**config.mk**
```make
export PLATFORM = sky130hd
export DESIGN_NAME = cmt_timer_block
export DESIGN_NICKNAME = d
export VERILOG_FILES = /design/src/rtl/cmt_pkg.sv /design/src/rtl/cmt_prescaler.sv /design/src/rtl/cmt_channel.sv /design/src/rtl/cmt_timer_block.sv
export SDC_FILE = /design/constraint.sdc
export NUM_CORES = 1
export LEC_CHECK = 0
export BUFFER_PORTS_ARGS = -buffer_cell sky130_fd_sc_hd__buf_2
export CORE_MARGIN = 3
export CORE_UTILIZATION = 28
export CTS_CLUSTER_SIZE = 14
export DETAILED_ROUTE_END_ITERATION = 8
export MAX_ROUTING_LAYER = met4
export REMOVE_ABC_BUFFERS = 1
export SLEW_MARGIN = 20
export SYNTH_ARGS = -nofsm -noshare
export SYNTH_HDL_FRONTEND = slang
export SYNTH_HIERARCHICAL = 1
export SYNTH_SLANG_ARGS = --single-unit
export TNS_END_PERCENT = 5
```
**constraint.sdc**
```tcl
create_clock -name clk -period 4.8 [get_ports clk]
set_input_delay 1.2 -clock clk [delete_from_list [all_inputs] [get_ports clk]]
set_output_delay 1.2 -clock clk [all_outputs]
set_load 0.01 [all_outputs]
```
**src/rtl/cmt_pkg.sv**
```systemverilog
package cmt_pkg;

  localparam int IE_BIT   = 6;
  localparam int WRAP_BIT = 14;

  typedef enum logic [1:0] {
    WORD_CTRL = 2'd0,
    WORD_CNT  = 2'd1,
    WORD_CMP  = 2'd2,
    WORD_NONE = 2'd3
  } word_sel_e;

  // strobes per tick for a divider code
  function automatic int unsigned div_ratio(input logic [1:0] code);
    return 32'd8 << (2 * code);
  endfunction

  function automatic int unsigned match_bit(input int unsigned width);
    return (width == 16) ? 7 : 15;
  endfunction

endpackage

```
**src/rtl/cmt_prescaler.sv**
```systemverilog
module cmt_prescaler #(
  parameter int unsigned MAX_DIV = 512
) (
  input  logic       clk,
  input  logic       rst,
  input  logic       run_i,
  input  logic       stb_i,
  input  logic [1:0] sel_i,
  output logic       tick_o
);
  import cmt_pkg::*;

  localparam int unsigned PW = $clog2(MAX_DIV);

  logic [PW-1:0] pc_q;
  logic [PW-1:0] term;

  always_comb begin
    term   = PW'(div_ratio(sel_i) - 1);
    tick_o = run_i & stb_i & (pc_q >= term);
  end

  always_ff @(posedge clk) begin
    if (rst || !run_i) begin
      pc_q <= '0;
    end else if (stb_i) begin
      pc_q <= tick_o ? '0 : pc_q + 1'b1;
    end
  end

endmodule

```
**src/rtl/cmt_channel.sv**
```systemverilog
module cmt_channel #(
  parameter int unsigned CNT_W   = 32,
  parameter int unsigned MAX_DIV = 512
) (
  input  logic             clk,
  input  logic             rst,
  input  logic             run_i,
  input  logic             stb_i,
  input  logic             ctrl_wr_i,
  input  logic             cnt_wr_i,
  input  logic             cmp_wr_i,
  input  logic [CNT_W-1:0] wdata_i,
  output logic [15:0]      ctrl_o,
  output logic [CNT_W-1:0] cnt_o,
  output logic [CNT_W-1:0] cmp_o,
  output logic             irq_o
);
  import cmt_pkg::*;

  localparam int unsigned MBIT     = match_bit(CNT_W);
  localparam bit          HAS_WRAP = (CNT_W > 16);

  logic             ie_q;
  logic [1:0]       div_q;
  logic             match_q;
  logic             wrap_q;
  logic [CNT_W-1:0] cnt_q;
  logic [CNT_W-1:0] cmp_q;
  logic             pend_q;
  logic             pend_age_q;
  logic [CNT_W-1:0] pend_val_q;
  logic             irq_q;
  logic             tick;
  logic             apply;
  logic             at_cmp;
  logic             at_max;
  logic             hit;
  logic             roll;

  cmt_prescaler #(.MAX_DIV(MAX_DIV)) u_pre (
    .clk   (clk),
    .rst   (rst),
    .run_i (run_i),
    .stb_i (stb_i),
    .sel_i (div_q),
    .tick_o(tick)
  );

  always_comb begin
    apply  = pend_q & pend_age_q & stb_i;
    at_cmp = (cnt_q == cmp_q);
    at_max = &cnt_q;
    hit    = tick & ~apply & at_cmp;
    roll   = tick & ~apply & ~at_cmp & at_max;
  end

  // counter with delayed software load
  always_ff @(posedge clk) begin
    if (rst) begin
      cnt_q <= '0;
    end else if (apply) begin
      cnt_q <= pend_val_q;
    end else if (tick) begin
      cnt_q <= at_cmp ? '0 : cnt_q + 1'b1;
    end
  end

  always_ff @(posedge clk) begin
    if (rst) begin
      pend_q     <= 1'b0;
      pend_age_q <= 1'b0;
      pend_val_q <= '0;
    end else if (cnt_wr_i) begin
      pend_q     <= 1'b1;
      pend_age_q <= 1'b0;
      pend_val_q <= wdata_i;
    end else if (pend_q && stb_i) begin
      if (pend_age_q) pend_q <= 1'b0;
      else            pend_age_q <= 1'b1;
    end
  end

  always_ff @(posedge clk) begin
    if (rst) begin
      cmp_q <= '1;
    end else if (cmp_wr_i) begin
      cmp_q <= wdata_i;
    end
  end

  always_ff @(posedge clk) begin
    if (rst) begin
      ie_q    <= 1'b0;
      div_q   <= 2'd0;
      match_q <= 1'b0;
      irq_q   <= 1'b0;
    end else begin
      if (ctrl_wr_i) begin
        ie_q  <= wdata_i[IE_BIT];
        div_q <= wdata_i[1:0];
      end
      match_q <= (match_q & ~(ctrl_wr_i & ~wdata_i[MBIT])) | hit;
      irq_q   <= match_q & ie_q;
    end
  end

  generate
    if (HAS_WRAP) begin : g_wrap
      always_ff @(posedge clk) begin
        if (rst) begin
          wrap_q <= 1'b0;
        end else begin
          wrap_q <= (wrap_q & ~(ctrl_wr_i & ~wdata_i[WRAP_BIT])) | roll;
        end
      end
    end else begin : g_nowrap
      always_comb wrap_q = 1'b0;
    end
  endgenerate

  always_comb begin
    ctrl_o         = '0;
    ctrl_o[MBIT]   = match_q;
    ctrl_o[IE_BIT] = ie_q;
    ctrl_o[1:0]    = div_q;
    if (HAS_WRAP) ctrl_o[WRAP_BIT] = wrap_q;
    cnt_o = cnt_q;
    cmp_o = cmp_q;
    irq_o = irq_q;
  end

  // a stopped channel only changes count through a pending load
  p_stopped_holds_r3: assert property (@(posedge clk) disable iff (rst)
    (!run_i && !apply) |=> $stable(cnt_q));

  // a compare hit restarts the count from zero
  p_hit_restarts_r5: assert property (@(posedge clk) disable iff (rst)
    hit |=> (cnt_q == '0) && match_q);

  // the match flag only falls on a write of 0 to its bit
  p_flag_sticky_r7: assert property (@(posedge clk) disable iff (rst)
    (match_q && !(ctrl_wr_i && !wdata_i[MBIT])) |=> match_q);

  // a counter write never shows in the following cycle on a stopped channel
  p_load_not_early_r9: assert property (@(posedge clk) disable iff (rst)
    (cnt_wr_i && !run_i) |=> $stable(cnt_q));

  // the match flag rises only from a prescaler tick
  p_match_from_tick_r5: assert property (@(posedge clk) disable iff (rst)
    $rose(match_q) |-> $past(tick));

endmodule

```
**src/rtl/cmt_timer_block.sv**
```systemverilog
module cmt_timer_block #(
  parameter int unsigned CNT_W    = 32,
  parameter int unsigned NUM_CH   = 2,
  parameter int unsigned ADDR_W   = 8,
  parameter int unsigned CH_SHIFT = 4,
  parameter int unsigned MAX_DIV  = 512
) (
  input  logic              clk,
  input  logic              rst,
  input  logic              cnt_stb_i,
  input  logic              bus_wr_i,
  input  logic              bus_rd_i,
  input  logic [ADDR_W-1:0] bus_addr_i,
  input  logic [CNT_W-1:0]  bus_wdata_i,
  output logic [CNT_W-1:0]  bus_rdata_o,
  output logic              bus_rvalid_o,
  output logic [NUM_CH-1:0] irq_o
);
  import cmt_pkg::*;

  localparam int unsigned WSHIFT = (CNT_W == 16) ? 1 : 2;
  localparam int unsigned CHF_W  = ADDR_W - CH_SHIFT;

  logic [CHF_W-1:0]    ch_field;
  logic [CH_SHIFT-1:0] off;
  logic                aligned;
  word_sel_e           wsel;
  logic                run_hit;
  logic [NUM_CH-1:0]   run_q;
  logic [CNT_W-1:0]    rdata_n;
  logic [CNT_W-1:0]    rdata_q;
  logic                rvalid_q;

  logic [15:0]      ctrl_a [NUM_CH];
  logic [CNT_W-1:0] cnt_a  [NUM_CH];
  logic [CNT_W-1:0] cmp_a  [NUM_CH];
  logic [NUM_CH-1:0] ch_sel;

  always_comb begin
    ch_field = bus_addr_i[ADDR_W-1:CH_SHIFT];
    off      = bus_addr_i[CH_SHIFT-1:0];
    aligned  = (off[WSHIFT-1:0] == '0);
    case (off >> WSHIFT)
      CH_SHIFT'(0): wsel = WORD_CTRL;
      CH_SHIFT'(1): wsel = WORD_CNT;
      CH_SHIFT'(2): wsel = WORD_CMP;
      default:      wsel = WORD_NONE;
    endcase
    run_hit = (ch_field == '0) && (off == '0);
  end

  always_ff @(posedge clk) begin
    if (rst) begin
      run_q <= '0;
    end else if (bus_wr_i && run_hit) begin
      run_q <= bus_wdata_i[NUM_CH-1:0];
    end
  end

  generate
    for (genvar k = 0; k < NUM_CH; k++) begin : g_ch
      assign ch_sel[k] = (ch_field == CHF_W'(k + 1)) && aligned;

      cmt_channel #(.CNT_W(CNT_W), .MAX_DIV(MAX_DIV)) u_ch (
        .clk      (clk),
        .rst      (rst),
        .run_i    (run_q[k]),
        .stb_i    (cnt_stb_i),
        .ctrl_wr_i(bus_wr_i && ch_sel[k] && (wsel == WORD_CTRL)),
        .cnt_wr_i (bus_wr_i && ch_sel[k] && (wsel == WORD_CNT)),
        .cmp_wr_i (bus_wr_i && ch_sel[k] && (wsel == WORD_CMP)),
        .wdata_i  (bus_wdata_i),
        .ctrl_o   (ctrl_a[k]),
        .cnt_o    (cnt_a[k]),
        .cmp_o    (cmp_a[k]),
        .irq_o    (irq_o[k])
      );
    end
  endgenerate

  always_comb begin
    rdata_n = '0;
    if (run_hit) rdata_n = CNT_W'(run_q);
    for (int k = 0; k < NUM_CH; k++) begin
      if (ch_sel[k]) begin
        case (wsel)
          WORD_CTRL: rdata_n = CNT_W'(ctrl_a[k]);
          WORD_CNT:  rdata_n = cnt_a[k];
          WORD_CMP:  rdata_n = cmp_a[k];
          default:   rdata_n = '0;
        endcase
      end
    end
  end

  always_ff @(posedge clk) begin
    if (rst) begin
      rdata_q  <= '0;
      rvalid_q <= 1'b0;
    end else begin
      rvalid_q <= bus_rd_i;
      if (bus_rd_i) rdata_q <= rdata_n;
    end
  end

  assign bus_rdata_o  = rdata_q;
  assign bus_rvalid_o = rvalid_q;

  // read data is presented exactly one cycle after a request
  p_rvalid_follows_r2: assert property (@(posedge clk) disable iff (rst)
    bus_rd_i |=> bus_rvalid_o);

endmodule

```
Word-level counts from Yosys, hierarchy flattened
Cells that the tools add are included.

RAM bits: 0. Bits in latches: 0. Logic and storage cells: 138. Memories kept: 0. Input port bits: 45. Output and inout bits: 35. Bits in registers: 261. ROM bits: 0.

Div/mod/pow operators: 0. Multipliers: 0. Bitwise gates (word level): 40. Shift-type cells: 2. Magnitude comparators: 2. Add/subtract/negate cells: 6. Equal/unequal tests: 8. Reductions and logical operators: 35. Multiplexer cells: 20.

Operators by type and width (count): 32-bit 2-to-1 mux (8); 32-bit one-hot mux with 3 select lines (2); 32-bit by 1-bit adder with 32-bit output (second input constant) (2); 32-bit == test (2); 32-bit AND reduction (2); 1-bit AND (26); 9-bit by 1-bit adder with 9-bit output (second input constant) (2); 9-bit >= comparator (2); 9-bit 2-to-1 mux (2); 4-bit by 3-bit left shift with 9-bit output (first input constant) (2); 9-bit by 1-bit subtractor with 9-bit output (second input constant) (2); 1-bit logical AND (14); 4-bit logical NOT (3); 2-bit nonzero test (6); 1-bit NOT (10); 1-bit 2-to-1 mux (6); 2-bit one-hot mux with 3 select lines (1); 2-bit by 1-bit == test with 1-bit output (second input constant) (2); 2-bit == test (second input constant) (2); 4-bit by 1-bit == test with 1-bit output (second input constant) (1); 4-bit by 2-bit == test with 1-bit output (second input constant) (1); 2-bit logical NOT (2); 1-bit OR (4); 2-bit AND reduction (2); 4 further kinds (7).

Depth between registers and ports, before layout
Gate-level depths: netlist of the first run.

Word-level depth: 8. Depth in mapped cells: 14. Gate-level depth less buffers: 11.

By module
The synthesis of the first run kept the hierarchy.

Modules (own cells, without submodules): cmt_channel (cells an instance 552, instances 2, area an instance 5057.4 um^2, sequential area each 2082.0 um^2); cmt_timer_block (cells an instance 310, instances 1, area an instance 2656.3 um^2, sequential area each 700.7 um^2); cmt_prescaler (cells an instance 72, instances 2, area an instance 655.6 um^2, sequential area each 180.2 um^2).

Worst setup path before layout of the first run
No wires, ideal clock.

Path type: in2reg. Start: input bus_addr_i[2]. End: register g_ch[1].u_ch.pend_val_q[18]. Path buffers: 6. Arrival time: 3201 ps. Slack: 1471 ps. Setup time: 128 ps. Cell stages on the path: 11. Required time: 4672 ps. Cell sequence: buf_2 -> nor2b_1 -> clkbuf_1 -> buf_2 -> buf_2 -> nand2_1 -> nor2_1 -> clkbuf_1 -> clkbuf_1 -> mux2i_1 -> nor2_1.

Word-level cells in the longest chain between the ends: 4. Elaborated cells on any way between the ends: 6. Those cells by class: 3 x eq/ne; 1 x mux; 2 x reduce/logical.

RTL lines: start: declaration (line cmt_timer_block.sv:13) `input logic [ADDR_W-1:0] bus_addr_i,`; 2-bit == test (tied with other cells) (line cmt_timer_block.sv:43) `case (off >> WSHIFT)`; 2-bit one-hot mux with 3 select lines (*) (line cmt_timer_block.sv:43); 2-bit by 1-bit == test with 1-bit output (*) (line cmt_timer_block.sv:70) `.cnt_wr_i (bus_wr_i && ch_sel[k] && (wsel == WORD_CNT)),`; 1-bit logical AND (*) (line cmt_timer_block.sv:70); end signal: assignment (line cmt_channel.sv:76) `pend_val_q <= wdata_i;`; end: declaration (line cmt_channel.sv:31) `logic [CNT_W-1:0] pend_val_q;`.

Every way passes the cells marked *; elsewhere a longest branch is shown, timed or not. A chain may end at the register's enable or synchronous reset.

Worst setup path after layout of the first run
Start: register g_ch[1].u_ch.div_q[1]. End: register g_ch[1].u_ch.cnt_q[1].

Word-level cells in the longest chain between the ends: 5.

RTL lines: start: declaration (line cmt_channel.sv:24) `logic [1:0] div_q;`; start signal: assignment (line cmt_channel.sv:100) `div_q <= wdata_i[1:0];`; 4-bit by 3-bit left shift with 9-bit output (line cmt_pkg.sv:15) `return 32'd8 << (2 * code);`; 9-bit by 1-bit subtractor with 9-bit output (line cmt_prescaler.sv:19) `term = PW'(div_ratio(sel_i) - 1);`; 9-bit >= comparator (line cmt_prescaler.sv:20) `tick_o = run_i & stb_i & (pc_q >= term);`; 1-bit AND (line cmt_prescaler.sv:20); net g_ch[1].u_ch.tick (line cmt_channel.sv:33) `logic tick;`; 2-bit nonzero test (no source line); end signal: assignment (line cmt_channel.sv:62) `cnt_q <= pend_val_q;`; end signal: assignment (line cmt_channel.sv:64) `cnt_q <= at_cmp ? '0 : cnt_q + 1'b1;`; end: declaration (line cmt_channel.sv:27) `logic [CNT_W-1:0] cnt_q;`.

The timed path passes the listed nets, and every way through them passes these cells.

==> key figures, run 1 <==
Synthesis
  • Largest cells by area after synthesis: dfxtp_1, mux2i_1, xor2_1, nor2_1, nor3b_1
  • Area of the mapped netlist: 14100 um2
  • Post-synth top cells: dfxtp_1, mux2i_1, nor2_1
  • EDFF count, synth: 0
  • Synth Instances: 1558
  • Combinational family with the most area after synthesis: simple AND/OR/NAND/NOR gates
  • Post-Synth Adder-Cell Area: 0.0160
  • Xor/xnor cell area share of the yosys netlist: 0.0821
  • Post-synth top area share: 0.371
  • Synth area leader: dfxtp_1
  • Syn Area/Cell: 9.04 um2
  • YS warnings: 6
  • Post-synthesis mux area share: 0.119
  • Async S/R FF share, synth: 0
  • Most numerous cell in the Yosys netlist: dfxtp_1
  • Simple-gate share of the synthesized area: 0.204
  • Post-synthesis cell type count: 68
  • #FFs+latches synth: 261
  • Compound-Gate Fraction of Synth Area: 0.141
  • Sequential share of the synthesized area: 0.371
  • Top_reg_cell synth: dfxtp_1

Min path
  • Worst hold endpoint: bus_rdata_o[17]$_SDFFE_PP0P_
  • Hold path depth: 2
  • Hold Path Class: register to register
  • Hold Startpoint: bus_rdata_o[17]$_SDFFE_PP0P_

Place
  • Placed cell areas: 14800 um2
  • Post-Place Worst Slack: 1.12 ns
  • Placed insts: 2189
  • Routability congestion estimate: 0.866
  • Port Buf Inserts: 79
  • Hpwl dp: 29600 um

Clock network
  • Worst skew pair latency: 0.56 ns
  • H-tree depth: 1
  • Hold Buf Count CTS: 0
  • Post-cts resize count: 0
  • Post-CTS setup buffers: 0
  • CTS tree: yes
  • Maximum root-to-sink buffer count: 3
  • Sink Count: 261
  • CTS clk-pin slew, worst paths: 0.06 ns
  • Cts bufs inserted: 27
  • Root Buffer: clkbuf_16

Drt
  • Drc violations: 0
  • DR pass1 iterations: 7
  • Post-route ant nets: 0
  • Vias: 11.4k
  • Post-DR wirelength/cell: 18.5 um
  • Final WL: 41400 um
  • DR iter-0 viols: 683
  • Vias per cell: 5.09

Timing
  • Hold Vio Cnt, Final: 0
  • Unrepaired setup endpoints after global routing: false
  • Period minus WS final: 3.14 ns
  • Clock skew: 0.0193 ns
  • Slew Limit Fails: 0
  • Final hold slack: 0.475 ns
  • Slew HR: 0.422
  • Setup violators final: 0
  • F_max: 319 MHz
  • Final Cycle Share: 0.653
  • Least-Margin Pin Slew: 0.867 ns
  • Worst Slack Setup Final: 1.66 ns

Die
  • Io pins: 80
  • Die W: 230 um
  • Die height: 230 um
  • Core Box Area: 49400 um2
  • Placement Rows: 81
  • Die area: 53000 um2
  • Initial Util: 0.285

Worst setup path
  • Worst R2R Path Depth: 10
  • Critical path type: register to register
  • Worst path required time: 5.21 ns
  • Crit Reg-Reg Startpoint: g_ch[1].u_ch/div_q[1]$_SDFFE_PP0P_
  • R2r endpoint: g_ch[1].u_ch/cnt_o[1]$_SDFFE_PP0P_
  • R2R Setup Slk: 1.66 ns
  • Crit path DAT: 3.54 ns
  • CP Launch Type: register
  • Worst-path fanout max: 17
  • Crit path from: g_ch[1].u_ch/div_q[1]$_SDFFE_PP0P_
  • Element type at the critical path end: register

Global route
  • Vias in the first global route: 10.9k
  • Total grt overflow: 0
  • Largest net degree at the start of global routing: 129
  • Number of antenna violations at the first check in global routing: 0
  • Gr usage total: 0.154
  • First-pass GRT wire length: 63800 um

Layout
  • Final core occ: 0.320
  • Final #Nets: 1617
  • Share of layout cells above drive strength 1: 0.143
  • Post-route cell area: 15800 um2
  • P&R area growth vs syn: 12.1%
  • Fin cells: 2239
  • Ant diodes: 0

Pwr
  • Static Leak: 5.22 nW
  • Peak supply drop: 209 uV
  • PD cells: 301 nW/um2

Flow run
  • Number of max-cap violations: 0

Outcome
  • Outcome: completed
-- power by group --
| part | switching [mW] | internal, mW | total (mW) | leakage [nW] |
|---|---|---|---|---|
| sequential | 0.00866 | 2.18 | 2.19 | 2.11 |
| combinational | 0.186 | 0.0825 | 0.268 | 2.63 |
| clock | 0.910 | 1.39 | 2.30 | 0.474 |
| total | 1.10 | 3.65 | 4.76 | 5.22 |
-- cells by family (layout without fill, tap and decap cells) --
kind of cell             after synthesis  after routing
AND/OR/NAND/NOR                      516            516
AO/OA/AOI/OAI                        275            275
flip-flops                           261            261
buffers and inverters                186            183
multiplexers                         168            168
XOR/XNOR                             132            132
adder cells (fa/ha/maj)               18             18
other                                  2             22
-- critical path: stages, from the launching register on --
cell	delay [ns]
dfxtp_1	0.34
or2_2	0.32
ha_1	0.31
ha_1	0.21
a2111oi_2	0.35
o21ai_1	0.13
a32o_2	0.31
and2_1	0.23
o211ai_2	0.31
buf_4	0.36
o22ai_1	0.11
-- cells in the final DEF (no fill, tap or decap), types with 5 or more instances in the layout --
master       n
xnor2_1     26
o21ai_0     12
nor2_1     128
buf_2       78
clkbuf_1     6
nand2_1    109
nor2b_1      5
o221a_1     14
nor3b_1     62
nor3_1      32
mux2i_1    168
clkbuf_8     9
nand4_1     42
conb_1      22
dfxtp_1    261
nor3_2      22
nand2b_1     7
a21oi_1     76
ha_1        18
nor4_1      24
a22oi_2     10
and3_1      12
nand3_1     22
a22oi_1     36
buf_4       24
o2bb2ai_1   16
o22ai_1     56
inv_1       27
xor2_1     106
and4_1       6
and3_2       6
clkbuf_16   27
o221ai_1    16
-- flip-flops by register name (all words and copies together) (netlist names) --
signal and cells:
bus_rdata_o 32, g_ch.u_ch/wrap_q 2, g_ch.u_ch/pend_q 2, g_ch.u_ch/div_q 4, run_q 2, g_ch.u_ch/u_pre/pc_q 18, g_ch.u_ch/cmp_o 64, g_ch.u_ch/pend_val_q 64
g_ch.u_ch/ie_q 2, g_ch.u_ch/cnt_o 64, g_ch.u_ch/pend_age_q 2, bus_rvalid_o 1, g_ch.u_ch/match_q 2, g_ch.u_ch/irq_o 2
-- layer usage --
layer / GRT usage / wire length, um / up-vias / share of wire
li1: - / - / 5550 / -
met1: 0.203 / 19200 / 5527 / 0.46
met2: 0.251 / 19500 / 254 / 0.47
met3: 0.0181 / 1810 / 58 / 0.044
met4: 0.0421 / 943 / 0 / 0.023
met5: - / 0 / - / 0
-- per-stage QoR --
stage	TNS (ns)	power, mW
floorplan	-73.05	2.34
global placement	0	2.50
detailed placement	0	2.50
CTS	0	4.80
global route	0	4.91
finish	0	4.76
-- cell type report --
| class | count | area, um2 |
|---|---|---|
| fillers | 5166 | 33600 |
| multi-input cells | 1131 | 8050 |
| flip-flops and latches | 261 | 5230 |
| well taps | 664 | 831 |
| clock buffers | 42 | 822 |
| repair buffers | 104 | 602 |
| clock inverters | 8 | 146 |
| inverters | 29 | 109 |
-- worst max path at each step --
stage	end	slack (ns)	cells past startpoint
3_3_place_gp	g_ch[0].u_ch/pend_val_q[29]$_SDFFE_PP0P_	1.15	7
2_1_floorplan	g_ch[1].u_ch/pend_val_q[0]$_SDFFE_PP0P_	-0.86	5
5_1_grt	g_ch[1].u_ch/cnt_o[30]$_SDFFE_PP0P_	1.43	11
6_report	g_ch[1].u_ch/cnt_o[1]$_SDFFE_PP0P_	1.66	10
3_5_place_dp	g_ch[0].u_ch/pend_val_q[31]$_SDFFE_PP0P_	1.12	7
4_1_cts	g_ch[1].u_ch/cnt_o[1]$_SDFFE_PP0P_	1.66	10
Power figures use the tool's default switching activity.
==> run 2, diff against run 1 <==
ABC_AREA = 1   (was not set)
clock period = 2.82 ns   (was 4.8 ns; I/O delays follow)
==> key figures, run 2 <==
Synthesis
  • Sequential share of the synthesized area: 0.346
  • Post-synthesis cell type count: 40
  • Async S/R FF share, synth: 0
  • YS warnings: 6
  • Syn Area/Cell: 6.51 um2
  • Area of the mapped netlist: 15100 um2
  • Synth Instances: 2322
  • Most numerous cell in the Yosys netlist: nand2_1
  • Post-synth top cells: nand2_1, inv_1, nand3_1
  • Largest cells by area after synthesis: dfxtp_1, nand2_1, nand3_1, inv_1, nor2_1
  • #FFs+latches synth: 261
  • Top_reg_cell synth: dfxtp_1
  • EDFF count, synth: 0
  • Synth area leader: dfxtp_1
  • Post-synth top area share: 0.346

Clock network
  • Post-cts resize count: 0
  • Sink Count: 261
  • CTS clk-pin slew, worst paths: 0.07 ns
  • Hold Buf Count CTS: 0
  • Worst skew pair latency: 0.57 ns
  • Maximum root-to-sink buffer count: 3
  • Root Buffer: clkbuf_16
  • H-tree depth: 1
  • Cts bufs inserted: 30
  • Post-CTS setup buffers: 0
  • CTS tree: yes

Worst setup path
  • Worst R2R Path Depth: 15
  • CP delay by family, top: simple AND/OR/NAND/NOR gates
  • Crit Reg-Reg Startpoint: g_ch[0].u_ch/div_q[1]$_SDFFE_PP0P_
  • R2r endpoint: g_ch[0].u_ch/wrap_q$_SDFF_PP0_
  • Crit-path cells: nor2_1 > inv_1 > ha_1 > ha_1 > nand2_1 > nor2_1 > nand3b_1 > nand3_1 > nand2_2 > inv_1 > nand2_1 > clkinv_1 > buf_12 > nand3_1 > a21oi_1
  • Critical path's slowest cell: dfxtp_1
  • Worst path required time: 3.33 ns
  • CP Buf/Inv Count: 4
  • Crit path DAT: 3.00 ns
  • R2R Setup Slk: 0.32 ns
  • Crit path largest cell delay: 0.34 ns
  • Worst-path fanout max: 34
  • Critical path type: register to register
  • CP Launch Type: register
  • Element type at the critical path end: register

Place
  • Routability congestion estimate: 0.918
  • Port Buf Inserts: 79
  • Hpwl dp: 33400 um

Layout
  • Fill cell count: 5879
  • Commonest non-fill, non-tap cell in the layout: nand2_1
  • Final #Nets: 2433
  • Share of layout cells above drive strength 1: 0.109
  • P&R area growth vs syn: 14.0%
  • Final core occ: 0.325
  • Most frequent cells in the layout: nand2_1, inv_1, nand3_1, dfxtp_1, nor2_1

Timing
  • Clock skew: 0.0104 ns
  • Hold Vio Cnt, Final: 0
  • Setup violators final: 0
  • Slew Limit Fails: 0
  • Final Cycle Share: 0.886
  • Final hold slack: 0.448 ns
  • F_max: 400 MHz
  • Period minus WS final: 2.50 ns
  • Unrepaired setup endpoints after global routing: false

Die
  • Placement Rows: 84
  • Initial Util: 0.285
  • Core Box Area: 53000 um2
  • Io pins: 80
  • Die height: 238 um
  • Die area: 56800 um2
  • Die W: 238 um

Min path
  • Hold Path Class: input pin to register
  • Worst hold endpoint: run_q[0]$_SDFFE_PP0P_
  • Hold path depth: 3
  • Hold Startpoint: bus_wr_i

Global route
  • First-pass GRT wire length: 73700 um
  • Gr usage total: 0.166
  • Vias in the first global route: 13.1k
  • Total grt overflow: 0
  • Largest net degree at the start of global routing: 66
  • Number of antenna violations at the first check in global routing: 4

Pwr
  • Static Leak: 7.27 nW
  • Peak supply drop: 269 uV
  • PD cells: 478 nW/um2

Drt
  • Drc violations: 0
  • Vias: 14.3k
  • Post-route ant nets: 0
  • DR iter-0 viols: 1033
  • Final WL: 46800 um
  • Vias per cell: 4.62
  • Post-DR wirelength/cell: 15.2 um
  • DR pass1 iterations: 5

Outcome
  • Outcome: completed

Flow run
  • Number of max-cap violations: 0
-- run 2: cell count changes in the layout (fill, tap and decap cells not counted), moves of 36 or more --
cell	change
nand3_1	+240
nand2_1	+545
nor2_1	+78
inv_1	+249
xor2_1	-64
mux2i_1	-168
o21ai_0	+94
nor3b_1	-62
a22oi_1	-36
a21oi_1	+78
-- run 2: power by group --
| part | leakage [nW] | switching, mW | internal (mW) |
|---|---|---|---|
| registers | 2.11 | 0.0147 | 3.71 |
| clock network | 0.510 | 1.66 | 2.37 |
| logic | 4.65 | 0.335 | 0.138 |
| total | 7.27 | 2.01 | 6.23 |
-- run 2: tightest hold or removal path, cell delays in order --
cell and delay, ns:
buf_2 0.13, nand3_1 0.08, a21oi_1 0.06
-- run 2: cell type report --
class | instances | area (um2) | area share
Antenna cell | 4 | 10.0 | 0.000581
Clock buffer | 41 | 883 | 0.0513
Clock inverter | 14 | 136 | 0.00792
Inverter | 292 | 1100 | 0.0638
Multi-Input combinational cell | 1654 | 8090 | 0.470
Sequential cell | 261 | 5230 | 0.303
Tap cell | 688 | 861 | 0.0500
Timing Repair Buffer | 131 | 926 | 0.0537
-- run 2: cells by family after synthesis --
group                    Yosys count  synth area share
buffers and inverters            427             0.125
XOR/XNOR                          96            0.0556
AND/OR/NAND/NOR                 1202             0.349
adder cells (fa/ha/maj)           18            0.0149
AO/OA/AOI/OAI                    316             0.110
flip-flops                       261             0.346
other                              2          0.000497
-- run 2: metrics by stage --
step | power (mW) | instance area (um2) | TNS (ns) | std cells | worst slack, ns
floorplan | 4.01 | 14400 | -77.36 | 2207 | -1.43
global placement | 4.28 | 16200 | 0 | 3026 | 0.395
CTS | 8.34 | 17200 | 0 | 3081 | 0.305
detailed placement | 4.28 | 16200 | 0 | 3026 | 0.324
global route | 8.55 | 17200 | 0 | 3085 | 0.00402
finish | 8.24 | 17200 | 0 | 3085 | 0.322
-- run 2: how the worst max path moves through the flow --
stage	cells after the start	endpoint	from
after global routing	16	g_ch[0].u_ch/cnt_o[31]$_SDFFE_PP0P_	g_ch[0].u_ch/div_q[1]$_SDFFE_PP0P_
after global placement	16	g_ch[0].u_ch/cnt_o[9]$_SDFFE_PP0P_	g_ch[0].u_ch/div_q[1]$_SDFFE_PP0P_
after CTS	15	g_ch[0].u_ch/wrap_q$_SDFF_PP0_	g_ch[0].u_ch/div_q[1]$_SDFFE_PP0P_
after floorplan	8	g_ch[0].u_ch/cmp_o[0]$_SDFFE_PP1P_	bus_addr_i[7]
final	15	g_ch[0].u_ch/wrap_q$_SDFF_PP0_	g_ch[0].u_ch/div_q[1]$_SDFFE_PP0P_
after detailed placement	15	g_ch[0].u_ch/wrap_q$_SDFF_PP0_	g_ch[0].u_ch/div_q[1]$_SDFFE_PP0P_
-- run 2: per-layer routing --
metal  up-vias  GRT usage  part of all wire
met5         -          -                 0
met4         0     0.0541             0.028
met3        65     0.0229             0.054
met2       334      0.261              0.46
met1      6453      0.221              0.46
li1       7399          -                 -
==> run 3, diff against run 2 <==
CORE_UTILIZATION = 40   (was 28)
SETUP_SLACK_MARGIN = 0.4   (was not set)
==> key figures, run 3 (synthesized netlist as in run 2, its figures left out) <==
Worst setup path
  • Element type at the critical path end: register
  • Worst path required time: 3.28 ns
  • CP Launch Type: register
  • Critical path type: register to register
  • R2R Setup Slk: 0.56 ns
  • R2r endpoint: g_ch[1].u_ch/cnt_o[3]$_SDFFE_PP0P_
  • Crit Reg-Reg Startpoint: g_ch[1].u_ch/div_q[0]$_SDFFE_PP0P_
  • Worst-path fanout max: 9
  • Crit path DAT: 2.72 ns
  • Worst R2R Path Depth: 15

Timing
  • Final Cycle Share: 0.802
  • Slew Limit Fails: 0
  • Least-Margin Pin Slew: 0.582 ns
  • Period minus WS final: 2.26 ns
  • Slew HR: 0.612
  • Unrepaired setup endpoints after global routing: true
  • Setup violators final: 0
  • F_max: 442 MHz
  • Hold Vio Cnt, Final: 0
  • Clock skew: 0.0224 ns
  • Worst Slack Setup Final: 0.558 ns

Drt
  • Drc violations: 0
  • Final WL: 46800 um
  • Post-DR wirelength/cell: 16.1 um
  • Vias per cell: 4.99
  • Post-route ant nets: 0
  • DR iter-0 viols: 1134
  • Vias: 14.5k
  • DR pass1 iterations: 5

Die
  • Die W: 200 um
  • Initial Util: 0.409
  • Die height: 200 um
  • Placement Rows: 70
  • Io pins: 80
  • Die area: 40200 um2
  • Core Box Area: 37000 um2

Place
  • Placed insts: 2834
  • Port Buf Inserts: 79
  • Routability congestion estimate: 0.888
  • Post-Place Worst Slack: 0.307 ns
  • Placed cell areas: 15900 um2
  • Hpwl dp: 32000 um

Layout
  • Commonest non-fill, non-tap cell in the layout: nand2_1
  • Fill cell count: 3880
  • Final core occ: 0.465
  • P&R area growth vs syn: 13.6%
  • Fin cells: 2901
  • Most frequent cells in the layout: nand2_1, inv_1, nand3_1, dfxtp_1, nor2_1
  • Post-route cell area: 17200 um2
  • Multi-input gate area: 8170 um2
  • Share of layout cells above drive strength 1: 0.119
  • Register area: 5230 um2
  • Ant diodes: 0
  • Final #Nets: 2439

Min path
  • Hold Path Class: register to register
  • Hold Startpoint: g_ch[0].u_ch/pend_val_q[1]$_SDFFE_PP0P_
  • Hold path depth: 2
  • Worst hold endpoint: g_ch[0].u_ch/pend_val_q[1]$_SDFFE_PP0P_

Flow run
  • Number of max-cap violations: 0

Clock network
  • Maximum root-to-sink buffer count: 3
  • CTS tree: yes
  • Sink Count: 261
  • H-tree depth: 1
  • Worst skew pair latency: 0.56 ns
  • Hold Buf Count CTS: 0
  • Root Buffer: clkbuf_16
  • Cts bufs inserted: 29
  • CTS clk-pin slew, worst paths: 0.06 ns

Pwr
  • Peak supply drop: 467 uV
  • PD cells: 464 nW/um2
  • Static Leak: 7.32 nW
  • Final Power: 7.96 mW

Global route
  • First-pass GRT wire length: 72800 um
  • Number of antenna violations at the first check in global routing: 0
  • Gr usage total: 0.226
  • Vias in the first global route: 13.5k
  • Total grt overflow: 0
  • Largest net degree at the start of global routing: 79

Outcome
  • Outcome: completed
[run 3: through the flow]
stage          hold slack (ns)  setup TNS (ns)
5_1_grt                  0.464               0
2_1_floorplan            0.419          -77.36
4_1_cts                  0.450               0
6_report                 0.451               0
3_3_place_gp             0.437               0
3_5_place_dp             0.441               0
[run 3: worst max path at each step]
stage                                             startpoint                                   to  slack [ns]  depth (start not counted)
final                     g_ch[1].u_ch/div_q[0]$_SDFFE_PP0P_   g_ch[1].u_ch/cnt_o[3]$_SDFFE_PP0P_        0.56                         15
after global placement    g_ch[1].u_ch/div_q[1]$_SDFFE_PP0P_  g_ch[1].u_ch/cnt_o[31]$_SDFFE_PP0P_        0.38                         16
after floorplan                                bus_addr_i[7]   g_ch[0].u_ch/cmp_o[0]$_SDFFE_PP1P_       -1.43                          8
after CTS                 g_ch[1].u_ch/div_q[1]$_SDFFE_PP0P_   g_ch[1].u_ch/cnt_o[8]$_SDFFE_PP0P_        0.40                         16
after detailed placement  g_ch[1].u_ch/div_q[1]$_SDFFE_PP0P_  g_ch[1].u_ch/cnt_o[31]$_SDFFE_PP0P_        0.31                         16
after global routing      g_ch[1].u_ch/div_q[0]$_SDFFE_PP0P_   g_ch[1].u_ch/cnt_o[3]$_SDFFE_PP0P_        0.36                         16
[run 3: where the power goes]
part           switching [mW]  total (mW)  leakage, nW  internal, mW
Combinational           0.335       0.469         4.73         0.134
Clock                    1.57        3.77        0.473          2.20
Sequential             0.0155        3.73         2.11          3.71
Total                    1.92        7.96         7.32          6.05
[run 3: timing repair]
item | CTS | global route
resized for setup | 9 | 35
cloned | 1 | 7
pin swaps | 3 | 9
setup buffers | 2 | 5
setup endpoints to repair | 52 | 68
[run 3: worst max-delay path, cell delays in order, from the launching register on]
cell	delay, ns
dfxtp_2	0.35
nor2_4	0.13
inv_1	0.05
ha_1	0.29
ha_1	0.28
nand2_1	0.06
nor2_2	0.10
nand3b_1	0.08
nand3_1	0.10
nand2_2	0.09
inv_2	0.08
nand2_2	0.07
clkinv_4	0.10
clkbuf_16	0.17
nand3_1	0.08
a21oi_1	0.15
[run 3: routing by layer]
layer  vias to the layer above  share of wire  track usage
met5                         -              0            -
met4                         0          0.025       0.0597
met3                        75          0.055       0.0257
met2                       388           0.46        0.357
met1                      6637           0.46        0.311
li1                       7389              -            -
[run 3: final cells by class]
type	instances	share of cell area
tap	504	0.0367
multi-input combinational	1654	0.476
sequential	261	0.305
clock inverter	9	0.00408
clock buffer	43	0.0506
timing repair buffer	138	0.0634
inverter	292	0.0647
